--- src/rtl/rsa_pkg.sv ---
package rsa_pkg;
  localparam int BYTE_W = 8;
  localparam int ADDR_W = 6;
  localparam int KIND_W = 3;

  typedef enum logic [KIND_W-1:0] {
    K_WR_ONE  = 3'd0,
    K_WR_RUN  = 3'd1,
    K_RD_ONE  = 3'd2,
    K_RD_RUN  = 3'd3,
    K_STAT    = 3'd4,
    K_STROBE  = 3'd5
  } rsa_kind_e;
endpackage

--- src/rtl/rsa_hdr_enc.sv ---
module rsa_hdr_enc
  import rsa_pkg::*;
#(
  parameter int LEN_W = 5
) (
  input  logic [KIND_W-1:0] kind,
  input  logic [ADDR_W-1:0] addr,
  input  logic [LEN_W-1:0]  len,
  output logic [BYTE_W-1:0] hdr,
  output logic [LEN_W-1:0]  nbytes,
  output logic              is_read
);
  logic rd_flag, run_flag;

  always_comb begin
    rd_flag  = 1'b0;
    run_flag = 1'b0;
    nbytes   = '0;
    case (kind)
      K_WR_ONE: nbytes = LEN_W'(1);
      K_WR_RUN: begin run_flag = 1'b1; nbytes = len; end
      K_RD_ONE: begin rd_flag = 1'b1; nbytes = LEN_W'(1); end
      K_RD_RUN: begin rd_flag = 1'b1; run_flag = 1'b1; nbytes = len; end
      K_STAT:   begin rd_flag = 1'b1; run_flag = 1'b1; nbytes = LEN_W'(1); end
      default:  nbytes = '0;
    endcase
    hdr     = {rd_flag, run_flag, addr};
    is_read = rd_flag;
  end
endmodule

--- src/rtl/rsa_byte_shifter.sv ---
module rsa_byte_shifter
  import rsa_pkg::*;
#(
  parameter int HALF_DIV = 2
) (
  input  logic              clk,
  input  logic              rst_n,
  input  logic              start,
  input  logic [BYTE_W-1:0] tx,
  input  logic              miso,
  output logic              sclk,
  output logic              mosi,
  output logic              done,
  output logic [BYTE_W-1:0] rx
);
  localparam int CNT_W = (HALF_DIV > 1) ? $clog2(HALF_DIV) : 1;
  localparam logic [CNT_W-1:0] CNT_LAST = CNT_W'(HALF_DIV - 1);
  localparam int BIT_W = $clog2(BYTE_W);

  logic              busy;
  logic [CNT_W-1:0]  cnt;
  logic [BIT_W-1:0]  bitn;
  logic [BYTE_W-1:0] sh;

  always_ff @(posedge clk or negedge rst_n) begin
    if (!rst_n) begin
      busy <= 1'b0;
      cnt  <= '0;
      bitn <= '0;
      sh   <= '0;
      rx   <= '0;
      sclk <= 1'b0;
      mosi <= 1'b0;
      done <= 1'b0;
    end else begin
      done <= 1'b0;
      if (!busy) begin
        if (start) begin
          busy <= 1'b1;
          sh   <= tx;
          mosi <= tx[BYTE_W-1];
          cnt  <= '0;
          bitn <= '0;
        end
      end else if (!sclk) begin
        if (cnt == CNT_LAST) begin
          sclk <= 1'b1;
          cnt  <= '0;
          rx   <= {rx[BYTE_W-2:0], miso};
        end else begin
          cnt <= cnt + 1'b1;
        end
      end else begin
        if (cnt == CNT_LAST) begin
          sclk <= 1'b0;
          cnt  <= '0;
          if (bitn == BIT_W'(BYTE_W - 1)) begin
            busy <= 1'b0;
            done <= 1'b1;
            mosi <= 1'b0;
          end else begin
            bitn <= bitn + 1'b1;
            sh   <= {sh[BYTE_W-2:0], 1'b0};
            mosi <= sh[BYTE_W-2];
          end
        end else begin
          cnt <= cnt + 1'b1;
        end
      end
    end
  end

  // MOSI may only move while the clock is low
  assert_mosi_hold_R4: assert property (@(posedge clk) disable iff (!rst_n)
    (sclk && $past(sclk)) |-> $stable(mosi));
  // a started byte is always finished by a falling clock edge
  assert_done_on_fall_R4: assert property (@(posedge clk) disable iff (!rst_n)
    done |-> (!sclk && $past(sclk)));
endmodule

--- src/rtl/rsa_ctrl.sv ---
module rsa_ctrl
  import rsa_pkg::*;
#(
  parameter int LEN_W = 5,
  parameter int TMO_W = 8,
  parameter int GAP_W = 6
) (
  input  logic              clk,
  input  logic              rst_n,
  input  logic              cmd_valid,
  output logic              cmd_ready,
  input  logic [BYTE_W-1:0] enc_hdr,
  input  logic [LEN_W-1:0]  enc_nbytes,
  input  logic              enc_read,
  input  logic              wr_valid,
  output logic              wr_ready,
  input  logic [BYTE_W-1:0] wr_data,
  output logic              rsp_valid,
  input  logic              rsp_ready,
  output logic [BYTE_W-1:0] rsp_data,
  output logic              rsp_status,
  input  logic [TMO_W-1:0]  cfg_timeout,
  input  logic [GAP_W-1:0]  cfg_hdr_gap,
  input  logic [GAP_W-1:0]  cfg_byte_gap,
  input  logic              miso,
  output logic              cs_n,
  output logic              sh_start,
  output logic [BYTE_W-1:0] sh_tx,
  input  logic              sh_done,
  input  logic [BYTE_W-1:0] sh_rx,
  output logic              done,
  output logic              timeout_err
);
  typedef enum logic [2:0] {
    S_IDLE, S_WAIT, S_XFER, S_AFTER, S_GAP, S_NEEDWR, S_FIN
  } st_e;

  st_e               st;
  logic [BYTE_W-1:0] hdr_q;
  logic [LEN_W-1:0]  remain;
  logic              rd_mode, hdr_phase, tmo_hit;
  logic [TMO_W-1:0]  tcnt;
  logic [GAP_W-1:0]  gcnt, gap_sel;
  logic              gap_ok;

  assign cmd_ready = (st == S_IDLE);
  assign wr_ready  = (st == S_NEEDWR);
  assign gap_sel   = hdr_phase ? cfg_hdr_gap : cfg_byte_gap;
  assign gap_ok    = (gcnt >= gap_sel);

  always_comb begin
    sh_start = 1'b0;
    sh_tx    = '0;
    case (st)
      S_WAIT:   if (!miso) begin sh_start = 1'b1; sh_tx = hdr_q; end
      S_GAP:    if (gap_ok && rd_mode) sh_start = 1'b1;
      S_NEEDWR: if (wr_valid) begin sh_start = 1'b1; sh_tx = wr_data; end
      default:  ;
    endcase
  end

  always_ff @(posedge clk or negedge rst_n) begin
    if (!rst_n) begin
      st          <= S_IDLE;
      hdr_q       <= '0;
      remain      <= '0;
      rd_mode     <= 1'b0;
      hdr_phase   <= 1'b0;
      tmo_hit     <= 1'b0;
      tcnt        <= '0;
      gcnt        <= '0;
      cs_n        <= 1'b1;
      done        <= 1'b0;
      timeout_err <= 1'b0;
      rsp_valid   <= 1'b0;
      rsp_data    <= '0;
      rsp_status  <= 1'b0;
    end else begin
      done        <= 1'b0;
      timeout_err <= 1'b0;
      if (rsp_valid && rsp_ready) rsp_valid <= 1'b0;
      case (st)
        S_IDLE: if (cmd_valid) begin
          hdr_q     <= enc_hdr;
          remain    <= enc_nbytes;
          rd_mode   <= enc_read;
          hdr_phase <= 1'b1;
          tmo_hit   <= 1'b0;
          tcnt      <= '0;
          cs_n      <= 1'b0;
          st        <= S_WAIT;
        end
        S_WAIT: begin
          if (!miso) st <= S_XFER;
          else if (tcnt == cfg_timeout) begin
            tmo_hit <= 1'b1;
            st      <= S_FIN;
          end else tcnt <= tcnt + 1'b1;
        end
        S_XFER: if (sh_done) begin
          if (hdr_phase || rd_mode) begin
            rsp_valid  <= 1'b1;
            rsp_data   <= sh_rx;
            rsp_status <= hdr_phase;
          end
          st <= S_AFTER;
        end
        S_AFTER: if (!rsp_valid) begin
          if (remain == '0) st <= S_FIN;
          else begin
            gcnt <= '0;
            st   <= S_GAP;
          end
        end
        S_GAP: begin
          if (gap_ok) begin
            if (rd_mode) begin
              remain    <= remain - 1'b1;
              hdr_phase <= 1'b0;
              st        <= S_XFER;
            end else st <= S_NEEDWR;
          end else gcnt <= gcnt + 1'b1;
        end
        S_NEEDWR: if (wr_valid) begin
          remain    <= remain - 1'b1;
          hdr_phase <= 1'b0;
          st        <= S_XFER;
        end
        S_FIN: begin
          cs_n        <= 1'b1;
          done        <= 1'b1;
          timeout_err <= tmo_hit;
          st          <= S_IDLE;
        end
        default: st <= S_IDLE;
      endcase
    end
  end

  assert_cmd_idle_R10: assert property (@(posedge clk) disable iff (!rst_n)
    cmd_ready |-> cs_n);
  assert_done_release_R10: assert property (@(posedge clk) disable iff (!rst_n)
    done |-> (cs_n && !$past(cs_n)));
  assert_err_with_done_R3: assert property (@(posedge clk) disable iff (!rst_n)
    timeout_err |-> done);
  assert_rsp_hold_R11: assert property (@(posedge clk) disable iff (!rst_n)
    (rsp_valid && !rsp_ready) |=> (rsp_valid && $stable(rsp_data) && $stable(rsp_status)));
  assert_wr_in_txn_R11: assert property (@(posedge clk) disable iff (!rst_n)
    wr_ready |-> !cs_n);
  assert_no_byte_pending_R11: assert property (@(posedge clk) disable iff (!rst_n)
    sh_start |-> !rsp_valid);
endmodule

--- src/rtl/radio_spi_accessor.sv ---
module radio_spi_accessor
  import rsa_pkg::*;
#(
  parameter int HALF_DIV = 2,
  parameter int LEN_W    = 5,
  parameter int TMO_W    = 8,
  parameter int GAP_W    = 6
) (
  input  logic              clk,
  input  logic              rst_n,
  input  logic              cmd_valid,
  output logic              cmd_ready,
  input  logic [KIND_W-1:0] cmd_kind,
  input  logic [ADDR_W-1:0] cmd_addr,
  input  logic [LEN_W-1:0]  cmd_len,
  input  logic              wr_valid,
  output logic              wr_ready,
  input  logic [BYTE_W-1:0] wr_data,
  output logic              rsp_valid,
  input  logic              rsp_ready,
  output logic [BYTE_W-1:0] rsp_data,
  output logic              rsp_status,
  input  logic [TMO_W-1:0]  cfg_timeout,
  input  logic [GAP_W-1:0]  cfg_hdr_gap,
  input  logic [GAP_W-1:0]  cfg_byte_gap,
  output logic              spi_cs_n,
  output logic              spi_sclk,
  output logic              spi_mosi,
  input  logic              spi_miso,
  output logic              done,
  output logic              timeout_err
);
  logic [BYTE_W-1:0] enc_hdr, sh_tx, sh_rx;
  logic [LEN_W-1:0]  enc_nbytes;
  logic              enc_read, sh_start, sh_done;

  rsa_hdr_enc #(.LEN_W(LEN_W)) u_enc (
    .kind(cmd_kind), .addr(cmd_addr), .len(cmd_len),
    .hdr(enc_hdr), .nbytes(enc_nbytes), .is_read(enc_read)
  );

  rsa_ctrl #(.LEN_W(LEN_W), .TMO_W(TMO_W), .GAP_W(GAP_W)) u_ctrl (
    .clk(clk), .rst_n(rst_n),
    .cmd_valid(cmd_valid), .cmd_ready(cmd_ready),
    .enc_hdr(enc_hdr), .enc_nbytes(enc_nbytes), .enc_read(enc_read),
    .wr_valid(wr_valid), .wr_ready(wr_ready), .wr_data(wr_data),
    .rsp_valid(rsp_valid), .rsp_ready(rsp_ready), .rsp_data(rsp_data),
    .rsp_status(rsp_status),
    .cfg_timeout(cfg_timeout), .cfg_hdr_gap(cfg_hdr_gap), .cfg_byte_gap(cfg_byte_gap),
    .miso(spi_miso), .cs_n(spi_cs_n),
    .sh_start(sh_start), .sh_tx(sh_tx), .sh_done(sh_done), .sh_rx(sh_rx),
    .done(done), .timeout_err(timeout_err)
  );

  rsa_byte_shifter #(.HALF_DIV(HALF_DIV)) u_shift (
    .clk(clk), .rst_n(rst_n), .start(sh_start), .tx(sh_tx), .miso(spi_miso),
    .sclk(spi_sclk), .mosi(spi_mosi), .done(sh_done), .rx(sh_rx)
  );

  assert_clk_idle_R4: assert property (@(posedge clk) disable iff (!rst_n)
    spi_cs_n |-> !spi_sclk);
  assert_idle_mosi_R10: assert property (@(posedge clk) disable iff (!rst_n)
    (spi_cs_n && cmd_ready) |-> !spi_mosi);
endmodule

--- config.mk ---
export PLATFORM = sky130hd
export DESIGN_NAME = radio_spi_accessor
export DESIGN_NICKNAME = d
export VERILOG_FILES = /design/src/rtl/rsa_pkg.sv /design/src/rtl/rsa_hdr_enc.sv /design/src/rtl/rsa_byte_shifter.sv /design/src/rtl/rsa_ctrl.sv /design/src/rtl/radio_spi_accessor.sv
export SDC_FILE = /design/constraint.sdc
export NUM_CORES = 1
export LEC_CHECK = 0
export ABC_CLOCK_PERIOD_IN_PS = 2300
export BUFFER_PORTS_ARGS = -buffer_cell sky130_fd_sc_hd__buf_2
export CORE_ASPECT_RATIO = 1.75
export CORE_UTILIZATION = 50
export CTS_CLUSTER_SIZE = 24
export DETAILED_ROUTE_END_ITERATION = 12
export MAX_ROUTING_LAYER = met4
export PLACE_DENSITY = 0.83
export SYNTH_ARGS = -nofsm -noshare
export SYNTH_HDL_FRONTEND = slang
export SYNTH_SLANG_ARGS = --single-unit
--- constraint.sdc ---
create_clock -name clk -period 2.3 [get_ports clk]
set_input_delay 0.23 -clock clk [delete_from_list [all_inputs] [get_ports clk]]
set_output_delay 0.23 -clock clk [all_outputs]
set_load 0.01 [all_outputs]
Yosys cells after proc, flatten, opt, wreduce, memory -nomap -nowiden. Index checks and enable logic that the tools add are counted.

$lt $le $gt $ge: 1. Multiplexer cells: 80. $add $sub $neg: 5. Reductions and logical operators: 26. Shift-type cells: 0. Bitwise logic cells: 1. Equal/unequal tests: 27. $mul: 0. Div/mod/pow operators: 0.

Operators by type and width (count): $mux W8 (5); $mux W3 (13); $mux W1 (38); $mux W7 (5); $pmux W8 S2 (2); $mux W6 (4); $mux W5 (4); $ne A2 B2 Y1 const B (9); $pmux W3 S6 (1); $reduce_and A4 Y1 (4); $eq A3 B3 Y1 const B (5); $pmux W5 S3 (1); $eq A3 B2 Y1 const B (4); $pmux W6 S2 (1); $ne A2 B1 Y1 const B (5); $pmux W5 S2 (1); $reduce_and A3 Y1 (3); $reduce_or A3 Y1 (3); $add A8 B1 Y8 const B (1); $eq A8 B8 Y1 (1); $reduce_bool A2 Y1 (4); $add A6 B1 Y6 const B (1); $eq A3 B1 Y1 const B (2); $ge A6 B6 Y1 (1); 17 further kinds (22).

Logic and storage cells: 162. Bits in latches: 0. Memory bits (writable): 0. Register bits after elaboration: 69. Memories: 0. Output and inout port bits: 17. Memory bits (read-only): 0. Input bits: 48.

Logic depth before layout (Yosys ltp). Gate-level depths: netlist of the first run.

Word-level depth: 7. Depth in mapped cells: 9. Mapped depth without buffers: 8.

Modules after synthesis. A second synthesis of the first run with hierarchy kept.

Cells, all modules: 362. Area total of the unflattened synthesis: 3743.6 sq um.

By module, submodules not included: rsa_ctrl (cells an instance 266, seq. area each 1152.4 sq um, instances 1, area each 2606.2 sq um); rsa_byte_shifter (cells an instance 77, seq. area each 575.6 sq um, instances 1, area each 1007.2 sq um); rsa_hdr_enc (cells an instance 19, seq. area each 0.0 sq um, instances 1, area each 130.1 sq um).

Least setup slack after synthesis of the first run. OpenSTA, ideal clock, no wires.

Kind: flip-flop to flip-flop. From: reg u_ctrl.hdr_phase. To: reg u_shift.mosi. Path buffers: 1. Path slack: -266 ps. Library setup time: 125 ps. Data arrival time: 2441 ps. Data required time: 2175 ps. Stages on the path, launching flop included: 10. Clock period less this slack: 2566 ps. Cell sequence: dfrtp_1 clkbuf_1 mux2_2 ha_1 nand2b_4 a21oi_4 o221ai_4 o21ai_2 a22o_1 mux2_4.

Word-level cells in the longest chain between the ends: 7.

RTL lines: from (decl) (line rsa_ctrl.sv:41) `logic rd_mode, hdr_phase, tmo_hit;`; from (signal assigned) (line rsa_ctrl.sv:68) `hdr_phase <= 1'b0;`; from (signal assigned) (line rsa_ctrl.sv:87) `hdr_phase <= 1'b1;`; from (signal assigned) (line rsa_ctrl.sv:119) `hdr_phase <= 1'b0;`; $mux W6 (line rsa_ctrl.sv:48) `assign gap_sel = hdr_phase ? cfg_hdr_gap : cfg_byte_gap;`; $ge A6 B6 Y1 (line rsa_ctrl.sv:49) `assign gap_ok = (gcnt >= gap_sel);`; $logic_and A1 B1 Y1 (line rsa_ctrl.sv:56) `S_GAP: if (gap_ok && rd_mode) sh_start = 1'b1;`; $mux W1 (line rsa_ctrl.sv:56); $pmux W1 S3 (line rsa_ctrl.sv:54) `case (st)`; $reduce_bool A2 Y1 (no line); $reduce_and A3 Y1 (no line); to (signal assigned) (line rsa_byte_shifter.sv:41) `mosi <= tx[BYTE_W-1];`; to (signal assigned) (line rsa_byte_shifter.sv:64) `mosi <= sh[BYTE_W-2];`; to (decl) (line rsa_byte_shifter.sv:12) `output logic mosi,`.

Every way passes these cells. A chain may end at the register's enable or synchronous reset.

Final worst setup path of the first run.
From: reg u_ctrl.hdr_phase. To: reg u_shift.sh[5].

Word-level cells in the longest chain between the ends: 7.

RTL lines: $mux W6 (line rsa_ctrl.sv:48); $ge A6 B6 Y1 (line rsa_ctrl.sv:49); $logic_and A1 B1 Y1 (line rsa_ctrl.sv:56); $mux W1 (line rsa_ctrl.sv:56); $pmux W1 S3 (line rsa_ctrl.sv:54); $reduce_bool A2 Y1 (no line); $reduce_and A4 Y1 (no line); to (signal assigned) (line rsa_byte_shifter.sv:40) `sh <= tx;`; to (signal assigned) (line rsa_byte_shifter.sv:63) `sh <= {sh[BYTE_W-2:0], 1'b0};`; to (decl) (line rsa_byte_shifter.sv:23) `logic [BYTE_W-1:0] sh;`.

Every way passes these cells.

==> summary.txt, run 1 <==
Yosys
  – Synth area leader: dfrtp_1
  – Avg Cell Area, Syn: roughly 11 um^2
  – Mux contribution to synthesized area: 10.4%
  – Share of the yosys chip area belonging to registers: 44.8%
  – Dominant combinational cell family by area after synthesis: compound AO/OA/AOI/OAI gates
  – Unique cell type count in the Yosys netlist: slightly above 60
  – Post-Synth XOR/XNOR Area: 2.30%
  – Synth top area share: roughly 44%
  – Ys Warns: 0
  – Compound-gate portion of the synthesized area: 18.2%
  – Register bit count reported by yosys: 68
  – Mapped Cells: 360
  – Ys async rst share: 100%
  – Post-synth top cells: dfrtp_1, nand2_1, nor2_1, o21ai_0, mux2_2
  – Syn_nets: between 400 and 500
  – Area contributors post-synth: dfrtp_1, mux2_2, nand2_1
  – Synthesized cell area: about 3800 um^2
  – Post-synth EDFFs: 0
  – Ys flop type: dfrtp_1
  – Top-count cell post-synth: dfrtp_1
  – Fraction of the mapped netlist area in simple logic gates: ~17%
  – Synth Area in Adders: 3.95%

Power
  – Sequential share of power: between 30% and 40%
  – Switch share: 38.1%
  – Lkg Pwr: ~0.0022 uW
  – Max IR drop VDD: between 0.4 and 0.5 mV
  – Power Total: roughly 5600 uW
  – Power Internal: ~3500 uW
  – Clock Power Share: roughly 23%
  – Psw: around 2100 uW
  – Pwr Density: approximately 1200 nW/um^2
  – Combinational fraction of design power: between 40% and 50%

Global routing
  – Antenna violations before repair: 0
  – First-pass GRT wire length: 13700 um
  – Gr ovfl total: 0
  – Number of global-route vias before repair: slightly above 3000
  – Overall Global Routing Usage: about a quarter
  – Largest net degree at the start of global routing: 35

STA
  – Slew Viols, Final: 0
  – RSZ-0062 raised after global routing: yes
  – Worst-Margin Slew: around 0.54 ns
  – Final Hold Violating Endpoints: 0
  – Final period utilization: 101%
  – Slew headroom: ~64%
  – Final worst slack: -0.0146 ns
  – Fmax: about 430 MHz
  – Period minus WS final: between 2 and 2.5 ns
  – # setup viols final: 4
  – Clock skew: 0.00566 ns

Route
  – Via count: around 3000
  – Total Wirelength: ~8600 um
  – Initial DRC count: around 250
  – Via density: roughly 5.7
  – Remaining antenna violation count: 0
  – DRC viols: 0
  – Drt wl/cell: approximately 16 um
  – DRT Pass-1 Iters: 4

Place
  – Detailed Place HPWL: a little over 6000 um
  – Gp weighted congestion: 0.827
  – Port Buffers: 64
  – Placed cell count: just over 500

Hold path
  – Tightest Hold Check Type: in -> reg

Clock tree
  – Total CTS buffers: 9
  – Worst-Skew Late Latency: 0.34 ns
  – CTS tree: built
  – Maximum clock path buffer count: 2
  – Clock transition at path regs: 0.05 ns
  – H-Tree Depth: 3
  – Clk sinks: between 60 and 70
  – Root buffer cell: clkbuf_16

Final layout
  – ANT cells: 0
  – Non-Filler Instances: around 530
  – Layout cells sized above 1: between 30% and 40%
  – Nets: 500
  – Syn-to-layout area delta: 21.5%
  – Fillers: just under 600

Run status
  – Status: complete, but fails checks
  – Failing checks: setup timing

Die
  – Die Height: around 120 um
  – Core area: around 7300 um^2
  – Starting Density: a little over half
  – Die Wd: between 60 and 70 um
  – # IOs: 65
  – Num rows: between 40 and 50
  – DIE AREA: 7970 um^2

Job
  – Max Cap Violations: 0

Setup path
  – Arr. time, crit path: between 2 and 3 ns
  – Crit Path Class: reg -> reg
  – Startpoint class of the critical path: flop
  – Critical Path Sink Type: flop
  – CP Data Required Time: around 2.5 ns
  – Crit Path Max Fanout: 7
==> area by class of cell <==
cell class	count	area [um^2]	area share (%)
inverters	12	45.0	0.975
well taps	86	108	2.33
multi-input cells	266	2020	43.8
repair buffers	83	469	10.2
clock buffers	12	246	5.34
clock inverters	4	25.0	0.542
flip-flops and latches	68	1700	36.9
==> flip-flops by register name (all words and copies together), names as in the netlist, 3 cells and up <==
| name | cells |
|---|---|
| u_ctrl.gcnt | 6 |
| u_ctrl.hdr_q | 7 |
| u_ctrl.remain | 5 |
| u_ctrl.rsp_data | 8 |
| u_ctrl.st | 3 |
| u_ctrl.tcnt | 8 |
| u_shift.bitn | 3 |
| u_shift.rx | 8 |
| u_shift.sh | 7 |
==> path summary, 6_finish.rpt <==
check / start / endpoint / slack (ns) / depth (start not counted)
min in group asynchronous: rst_n / u_ctrl.rsp_data[4]$_DFFE_PN0P_ / 0.35 / 2
hold / removal: cmd_addr[5] / u_ctrl.hdr_q[5]$_DFFE_PN0P_ / 0.08 / 3
setup reg to reg: u_ctrl.hdr_phase$_DFFE_PN0P_ / u_shift.sh[5]$_DFFE_PN0P_ / -0.01 / 8
setup / recovery: u_ctrl.hdr_phase$_DFFE_PN0P_ / u_shift.sh[5]$_DFFE_PN0P_ / -0.01 / 8
max in group asynchronous: rst_n / u_ctrl.hdr_q[6]$_DFFE_PN0P_ / 1.19 / 3
hold reg to reg: u_ctrl.hdr_q[1]$_DFFE_PN0P_ / u_ctrl.hdr_q[1]$_DFFE_PN0P_ / 0.48 / 2
==> power groups by stage <==
| stage | logic, uW | registers [uW] | clock network, uW |
|---|---|---|---|
| 2_1_floorplan | 1800 | 1860 | 0 |
| 3_3_place_gp | 2090 | 2000 | 0 |
| 3_5_place_dp | 2200 | 2020 | 0 |
| 4_1_cts | 2220 | 2010 | 1270 |
| 5_1_grt | 2520 | 2080 | 1320 |
| 6_report | 2300 | 2030 | 1260 |
==> kinds of logic after synthesis <==
logic type | after synthesis
mux | 34
flops | 68
buf+inv | 27
compound gates | 88
simple gates | 121
xor+xnor | 10
fa+ha+maj | 12
==> worst max-delay path: stages, from the launching register on <==
cell and delay, ns:
dfrtp_2 0.47, mux2_4 0.33, ha_4 0.26, nand2b_4 0.12
a21oi_4 0.06, o221ai_4 0.30, a21oi_4 0.12, nor2_4 0.20
mux2_4 0.33
==> routing by layer <==
metal	global-route usage (%)	routed length [um]
met5	-	0
met4	11.7	253
met3	5.45	297
met2	37.9	4730
met1	26.9	3300
==> stage by stage <==
step,util (%),hold slack (ns),TNS [ns],setup slack [ns],cell area (um^2)
floorplan,-,-0.0656,0,0.0181,3830
global placement,58.5,0.151,-0.0169,-0.00763,4260
detailed placement,58.5,0.161,-0.760,-0.121,4260
CTS,62.4,0.0801,-0.122,-0.0344,4550
global route,63.4,0.0941,-0.831,-0.101,4620
finish,63.4,0.0839,-0.0265,-0.0146,4620
==> timing repair <==
| action | 4_1_cts | 5_1_grt |
|---|---|---|
| cloned | 0 | 1 |
| buffers inserted | 0 | 3 |
| hold endpoints to repair | 15 | 0 |
| setup endpoints to repair | 13 | 18 |
| hold buffers | 1 | 0 |
| pin swaps | 1 | 4 |
| resized for setup | 2 | 11 |
==> placed cells by master, fill, tap and decap left out, types with 3 or more instances in the layout <==
cell type	Yosys	routed
xnor2_1	9	9
a21oi_1	11	9
and3_1	4	4
o21ai_0	23	19
a221o_1	5	5
o21ai_1	1	5
buf_2	6	64
nand2b_1	4	4
a22o_1	7	7
nand3b_1	3	3
mux2_2	21	20
and2_1	4	3
a21oi_2	1	3
inv_1	11	11
o31ai_1	8	8
mux2i_1	7	7
mux2_4	6	7
dfrtp_1	67	66
o211ai_1	5	5
a21o_1	3	3
nor2_1	27	27
nor3_1	3	3
nand2_1	50	50
clkbuf_16	0	9
ha_1	12	11
buf_4	3	17
nand3_1	10	10
(Power assumes the default switching activity.)
==> run 2, diff against run 1 <==
--- a/config.mk
+++ b/config.mk
@@ -5,14 +5,14 @@
 export SDC_FILE = /design/constraint.sdc
 export NUM_CORES = 1
 export LEC_CHECK = 0
-export ABC_CLOCK_PERIOD_IN_PS = 2300
+export ABC_CLOCK_PERIOD_IN_PS = 2200
 export BUFFER_PORTS_ARGS = -buffer_cell sky130_fd_sc_hd__buf_2
 export CORE_ASPECT_RATIO = 1.75
 export CORE_UTILIZATION = 50
 export CTS_CLUSTER_SIZE = 24
 export DETAILED_ROUTE_END_ITERATION = 12
 export MAX_ROUTING_LAYER = met4
-export PLACE_DENSITY = 0.83
+export PLACE_DENSITY = 0.8
 export SYNTH_ARGS = -nofsm -noshare
 export SYNTH_HDL_FRONTEND = slang
 export SYNTH_SLANG_ARGS = --single-unit
==> constraint.sdc (replaced) <==
create_clock -name clk -period 2.2 [get_ports clk]
set_input_delay 0.22 -clock clk [delete_from_list [all_inputs] [get_ports clk]]
set_output_delay 0.22 -clock clk [all_outputs]
set_load 0.01 [all_outputs]
==> run 2 against run 1 <==
Effect of this change: the flow still finishes with violations (setup timing); power increased by 9.6%; clock power increased by 25%; via count decreased by 1.4%; register-to-register slack got worse by 0.08 ns; sequential power increased by 3%; critical path type unchanged; largest cell class unchanged.
==> summary.txt, run 2 (same netlist as run 1, synthesis figures left out) <==
Run status
  – Status: complete, but fails checks
  – Failing checks: setup timing

Hold path
  – Tightest Hold Check Type: in -> reg
  – Hold worst-path end: u_ctrl.hdr_q[3]$_DFFE_PN0P_
  – Worst min-delay path startpoint: cmd_addr[3]
  – Worst Hold Depth: 3

Job
  – Max Cap Violations: 0

Setup path
  – Critical-path top delay cell: dfrtp_2
  – CP Data Required Time: approximately 2.4 ns
  – CP peak stage delay: about 0.46 ns
  – Crit Path Class: reg -> reg
  – Critical Path Sink Type: flop
  – Buf/Inv on CP: 0
  – Crit Path Max Fanout: 6
  – Crit path cell chain: mux2_4, ha_4, nand2b_4, a21oi_4, o221ai_4, a21oi_4, nor2_4, mux2_4
  – Crit path max-delay family: multiplexers
  – Reg-to-Reg Start: u_ctrl.hdr_phase$_DFFE_PN0P_
  – Startpoint class of the critical path: flop
  – Terminus of the critical flop-to-flop path: u_shift.sh[2]$_DFFE_PN0P_
  – Reg2reg setup slack: -0.09 ns
  – Cells on worst reg2reg path: 8
  – Arr. time, crit path: around 2.5 ns

STA
  – Worst-Margin Slew: 0.701 ns
  – Clock skew: 0.00755 ns
  – Final period utilization: 104%
  – Slew headroom: a little over half
  – Fmax: between 400 and 500 MHz
  – Fin Setup TNS: -0.641 ns
  – # setup viols final: 13
  – Slew Viols, Final: 0
  – Period minus WS final: between 2 and 2.5 ns
  – RSZ-0062 raised after global routing: yes
  – Final Hold Violating Endpoints: 0
  – Final worst slack: -0.0940 ns

Die
  – # IOs: 65
  – Num rows: between 40 and 50
  – Die Height: 117 um
  – Core area: 7280 um^2
  – Die Wd: about 68 um
  – Starting Density: around 52%
  – DIE AREA: approximately 8000 um^2

Final layout
  – Syn-to-layout area delta: 23.7%
  – Fillers: 574
  – ANT cells: 0
  – Nets: ~500
  – Commonest non-fill, non-tap cell in the layout: dfrtp_1
  – Layout cells sized above 1: 35.3%
  – Multi-input gate area: roughly 2000 um^2
  – Design area: 4700 um^2
  – Area occupied by registers: between 1500 and 2000 um^2
  – Most frequent cells in the layout: dfrtp_1, buf_2, nand2_1
  – Utilization after layout: roughly 65%
  – Top flop regs: u_ctrl.rsp_data x8, u_ctrl.tcnt x8, u_shift.rx x8

Route
  – Met3 Wirelength: about 330 um
  – DRC viols: 0
  – Total Wirelength: about 8400 um
  – Initial DRC count: 154
  – DRT Pass-1 Iters: 4
  – Drt wl/cell: approximately 16 um
  – Via density: about 5.6
  – Remaining antenna violation count: 0
  – Met1 WL: around 3300 um
  – Uppermost routed layer: met4
  – Via count: 2995
  – WL met2: 4460 um

Global routing
  – Overall Global Routing Usage: between 20% and 30%
  – Largest net degree at the start of global routing: 33
  – Gr ovfl total: 0
  – First-pass GRT wire length: 13900 um
  – Antenna violations before repair: 0
  – Number of global-route vias before repair: 3053

Clock tree
  – Maximum clock path buffer count: 2
  – Total CTS buffers: 9
  – Worst-Skew Late Latency: about 0.34 ns
  – Root buffer cell: clkbuf_16
  – Clock transition at path regs: around 0.06 ns
  – CTS tree: built
  – Clk sinks: a little under 70
  – H-Tree Depth: 3

Power
  – Lkg Pwr: about 0.0023 uW
  – Power Total: 6120 uW
  – Max IR drop VDD: roughly 0.75 mV
  – Pwr Density: 1300 nW/um^2

Place
  – Gp weighted congestion: ~0.86
  – Port Buffers: between 60 and 70
  – Detailed Place HPWL: approximately 6300 um
  – Dpl ws: -0.216 ns
  – Dpl cell area: between 4000 and 5000 um^2
[run 2: changes by cell type in the layout (fill, tap and decap cells not counted), sizes merged]
cell      before  now
clkbuf        12   14
o31ai         10    9
clkinvlp       2    0
buf           82   86
clkinv         2    0
bufinv         0    2
[run 2: repair_timing]
action | in CTS | in global routing
setup buffers | 3 | 0
hold endpoints to repair | 29 | 0
gates resized for setup | 13 | 13
pin swaps | 11 | 13
endpoints found under the setup margin | 16 | 25
gates cloned | 0 | 0
hold buffers | 1 | 0
[run 2: final cells by class]
| type | instances | area share (%) |
|---|---|---|
| multi-input combinational | 265 | 42.7 |
| clock inverter | 2 | 1.28 |
| tap | 86 | 2.29 |
| clock buffer | 14 | 5.61 |
| timing repair buffer | 87 | 10.9 |
| sequential | 68 | 36.2 |
| inverter | 12 | 0.958 |
[run 2: through the flow]
stage	hold slack [ns]	instances
2_1_floorplan	-0.0756	360
3_3_place_gp	0.296	514
3_5_place_dp	0.304	514
4_1_cts	0.0706	534
5_1_grt	0.0757	534
6_report	0.0728	534
[run 2: worst min-delay path, stage by stage]
cell     delay, ns
buf_2         0.08
nand2_1       0.04
nand2_1       0.04
[run 2: metal layers]
layer / vias to the layer above / GRT usage (%)
li1: 1462 / -
met1: 1441 / 26.3
met2: 66 / 39.3
met3: 26 / 5.16
met4: 0 / 12.0
met5: - / -
[run 2: report_power, final]
group          switching, uW  total, uW  internal (uW)  leakage [uW]
clock network            511       1570           1050      0.000157
registers                413       2090           1680      0.000883
logic                   1260       2460           1210       0.00125
[run 2: worst max path at each step]
stage	start	cells past startpoint	end	slack, ns
6_report	u_ctrl.hdr_phase$_DFFE_PN0P_	8	u_shift.sh[2]$_DFFE_PN0P_	-0.09
5_1_grt	u_ctrl.hdr_phase$_DFFE_PN0P_	8	u_shift.sh[4]$_DFFE_PN0P_	-0.18
4_1_cts	u_ctrl.hdr_phase$_DFFE_PN0P_	8	u_shift.sh[1]$_DFFE_PN0P_	-0.11
3_5_place_dp	u_ctrl.hdr_phase$_DFFE_PN0P_	8	u_shift.sh[1]$_DFFE_PN0P_	-0.22
3_3_place_gp	u_ctrl.hdr_phase$_DFFE_PN0P_	8	u_shift.sh[4]$_DFFE_PN0P_	-0.1
2_1_floorplan	u_ctrl.hdr_phase$_DFFE_PN0P_	9	u_shift.mosi$_DFFE_PN0P_	-0.08
==> run 3, diff against run 2 <==
==> constraint.sdc (replaced) <==
create_clock -name clk -period 2.2 [get_ports clk]
set_input_delay 0.33 -clock clk [delete_from_list [all_inputs] [get_ports clk]]
set_output_delay 0.33 -clock clk [all_outputs]
set_load 0.01 [all_outputs]
==> run 3 against run 2 <==
Effect of this change: the run still ends with setup timing left; maximum frequency increased by 0.23%; clock skew increased by 0.00089 ns; hold slack improved by 0.11 ns; clock power about the same; non-clock buffer count decreased by 2; count of clock-buffer cells in the layout decreased by 2; global-route usage increased by 1.2 points; utilization increased by 0.38 points; sequential cell count unchanged; critical path type unchanged; cell area increased by 0.59%; sequential power about the same; final cell count decreased by 0.37%; critical endpoint is now u_shift.mosi$_DFFE_PN0P_.
==> summary.txt, run 3 (same netlist as run 1, synthesis figures left out) <==
Setup path
  – Crit path max-delay family: compound AO/OA/AOI/OAI gates
  – Crit Path Max Fanout: 5
  – CP Data Required Time: 2.42 ns
  – Crit Path Class: reg -> reg
  – Critical Path Sink Type: flop
  – CP peak stage delay: between 0.4 and 0.5 ns
  – Crit path cell chain: buf_6, mux2i_1, ha_2, nand4_4, o221ai_4, o21ai_2, a22o_1, mux2_4
  – Buf/Inv on CP: 1
  – Startpoint class of the critical path: flop
  – Critical-path top delay cell: dfrtp_2
  – Arr. time, crit path: between 2 and 3 ns

Power
  – Sequential share of power: 33.9%
  – Max IR drop VDD: approximately 0.91 mV
  – Lkg Pwr: about 0.0023 uW
  – Switch share: between 30 and 40%
  – Power Total: a little over 6000 uW
  – Pwr Density: around 1300 nW/um^2
  – Psw: about 2300 uW
  – Power Internal: roughly 4000 uW
  – Clock Power Share: between 20% and 30%
  – Combinational fraction of design power: 41.0%

Global routing
  – GR peak layer: met2
  – Gr ovfl total: 0
  – Antenna violations before repair: 0
  – Number of global-route vias before repair: roughly 3200
  – Overall Global Routing Usage: between 20% and 30%
  – GR met3 Demand/Resource: between 5 and 6%
  – Largest net degree at the start of global routing: 63
  – First-pass GRT wire length: about 15000 um
  – M1 GR Usage: 27.8%
  – Met2 Track Usage GR: around two fifths

STA
  – Final Hold Violating Endpoints: 0
  – # setup viols final: 8
  – Final period utilization: 104%
  – Slew Viols, Final: 0
  – Clock skew: 0.00845 ns
  – Worst-Margin Slew: 0.534 ns
  – RSZ-0062 raised after global routing: yes
  – Fmax: about 440 MHz
  – Period minus WS final: between 2 and 2.5 ns
  – Slew headroom: roughly 64%
  – Final worst slack: -0.0887 ns

Final layout
  – Layout cells sized above 1: between 30% and 40%
  – Top flop regs: u_ctrl.rsp_data x8, u_ctrl.tcnt x8, u_shift.rx x8
  – Commonest non-fill, non-tap cell in the layout: dfrtp_1
  – Syn-to-layout area delta: 24.4%
  – Most frequent cells in the layout: dfrtp_1, buf_2, nand2_1
  – Nets: between 500 and 600
  – ANT cells: 0
  – Fillers: 590

Run status
  – Failing checks: setup timing
  – Status: complete, but fails checks

Die
  – DIE AREA: roughly 8000 um^2
  – Num rows: 41
  – Core area: between 7000 and 8000 um^2
  – Die Wd: just under 70 um
  – Die Height: about 120 um
  – Starting Density: a little over half
  – # IOs: between 60 and 70

Clock tree
  – Clock transition at path regs: 0.05 ns
  – CTS tree: built
  – Total CTS buffers: 9
  – Worst-Skew Late Latency: 0.34 ns
  – Maximum clock path buffer count: 2
  – Root buffer cell: clkbuf_16
  – H-Tree Depth: 3
  – Clk sinks: 68

Route
  – DRC viols: 0
  – Remaining antenna violation count: 0
  – Initial DRC count: 196
  – DRT Pass-1 Iters: 4
  – Via density: a little under 6
  – Via count: roughly 3100
  – Total Wirelength: approximately 9000 um
  – Drt wl/cell: between 15 and 20 um

Place
  – Port Buffers: between 60 and 70
  – Dpl ws: -0.168 ns
  – Detailed Place HPWL: between 6000 and 7000 um
  – Gp weighted congestion: roughly 0.82

Job
  – Max Cap Violations: 0

Hold path
  – Tightest Hold Check Type: in -> reg
==> run 3: through the flow <==
stage	cell area (um^2)	hold WS [ns]	utilization [%]	instances	setup TNS (ns)
floorplan	3830	0.0344	-	360	-0.322
global placement	4300	0.175	59.0	513	-0.597
detailed placement	4300	0.183	59.0	513	-1.48
CTS	4680	0.175	64.2	531	-0.581
global route	4730	0.186	64.9	532	-2.11
finish	4730	0.185	64.9	532	-0.515
==> run 3: area by class of cell <==
type / instances / area, um^2 / area share [%]
tap: 86 / 108 / 2.28
timing repair buffer: 85 / 513 / 10.8
sequential: 68 / 1700 / 36.0
clock inverter: 4 / 73.8 / 1.56
clock buffer: 12 / 246 / 5.21
multi-input combinational: 265 / 2040 / 43.1
inverter: 12 / 45.0 / 0.952
==> run 3: power by group through the flow <==
stage          Sequential (uW)  Combinational (uW)  Clock (uW)
2_1_floorplan             1950                1880           0
3_3_place_gp              2060                2230           0
3_5_place_dp              2090                2350           0
4_1_cts                   2080                2470        1570
5_1_grt                   2150                2760        1630
6_report                  2090                2530        1550
==> run 3: path summary, 6_finish.rpt <==
check / slack (ns) / depth (start not counted) / start / to
worst max register to register: -0.09 / 8 / u_ctrl.hdr_phase$_DFFE_PN0P_ / u_shift.mosi$_DFFE_PN0P_
min in group asynchronous: 0.37 / 2 / rst_n / u_ctrl.rsp_data[4]$_DFFE_PN0P_
worst max-delay path: -0.09 / 8 / u_ctrl.hdr_phase$_DFFE_PN0P_ / u_shift.mosi$_DFFE_PN0P_
worst min register to register: 0.48 / 2 / u_ctrl.hdr_q[2]$_DFFE_PN0P_ / u_ctrl.hdr_q[2]$_DFFE_PN0P_
worst min-delay path: 0.18 / 3 / cmd_addr[3] / u_ctrl.hdr_q[3]$_DFFE_PN0P_
max in group asynchronous: 1.24 / 3 / rst_n / u_ctrl.cs_n$_DFFE_PN1P_
==> run 3: repair_timing <==
item,4_1_cts,5_1_grt
pin swaps,5,11
gates resized for setup,10,19
hold endpoints to repair,6,0
setup endpoints to repair,22,25
hold buffers,1,0
setup buffers,2,1
==> run 3: layer usage <==
layer | vias up | part of all wire (%)
met5 | - | 0
met4 | 0 | 2.7
met3 | 21 | 3.9
met2 | 82 | 57
met1 | 1502 | 37
li1 | 1462 | -
==> run 3: worst min-delay path, stage by stage <==
cell and delay, ns:
buf_2 0.07, nand2_1 0.04, nand2_1 0.04
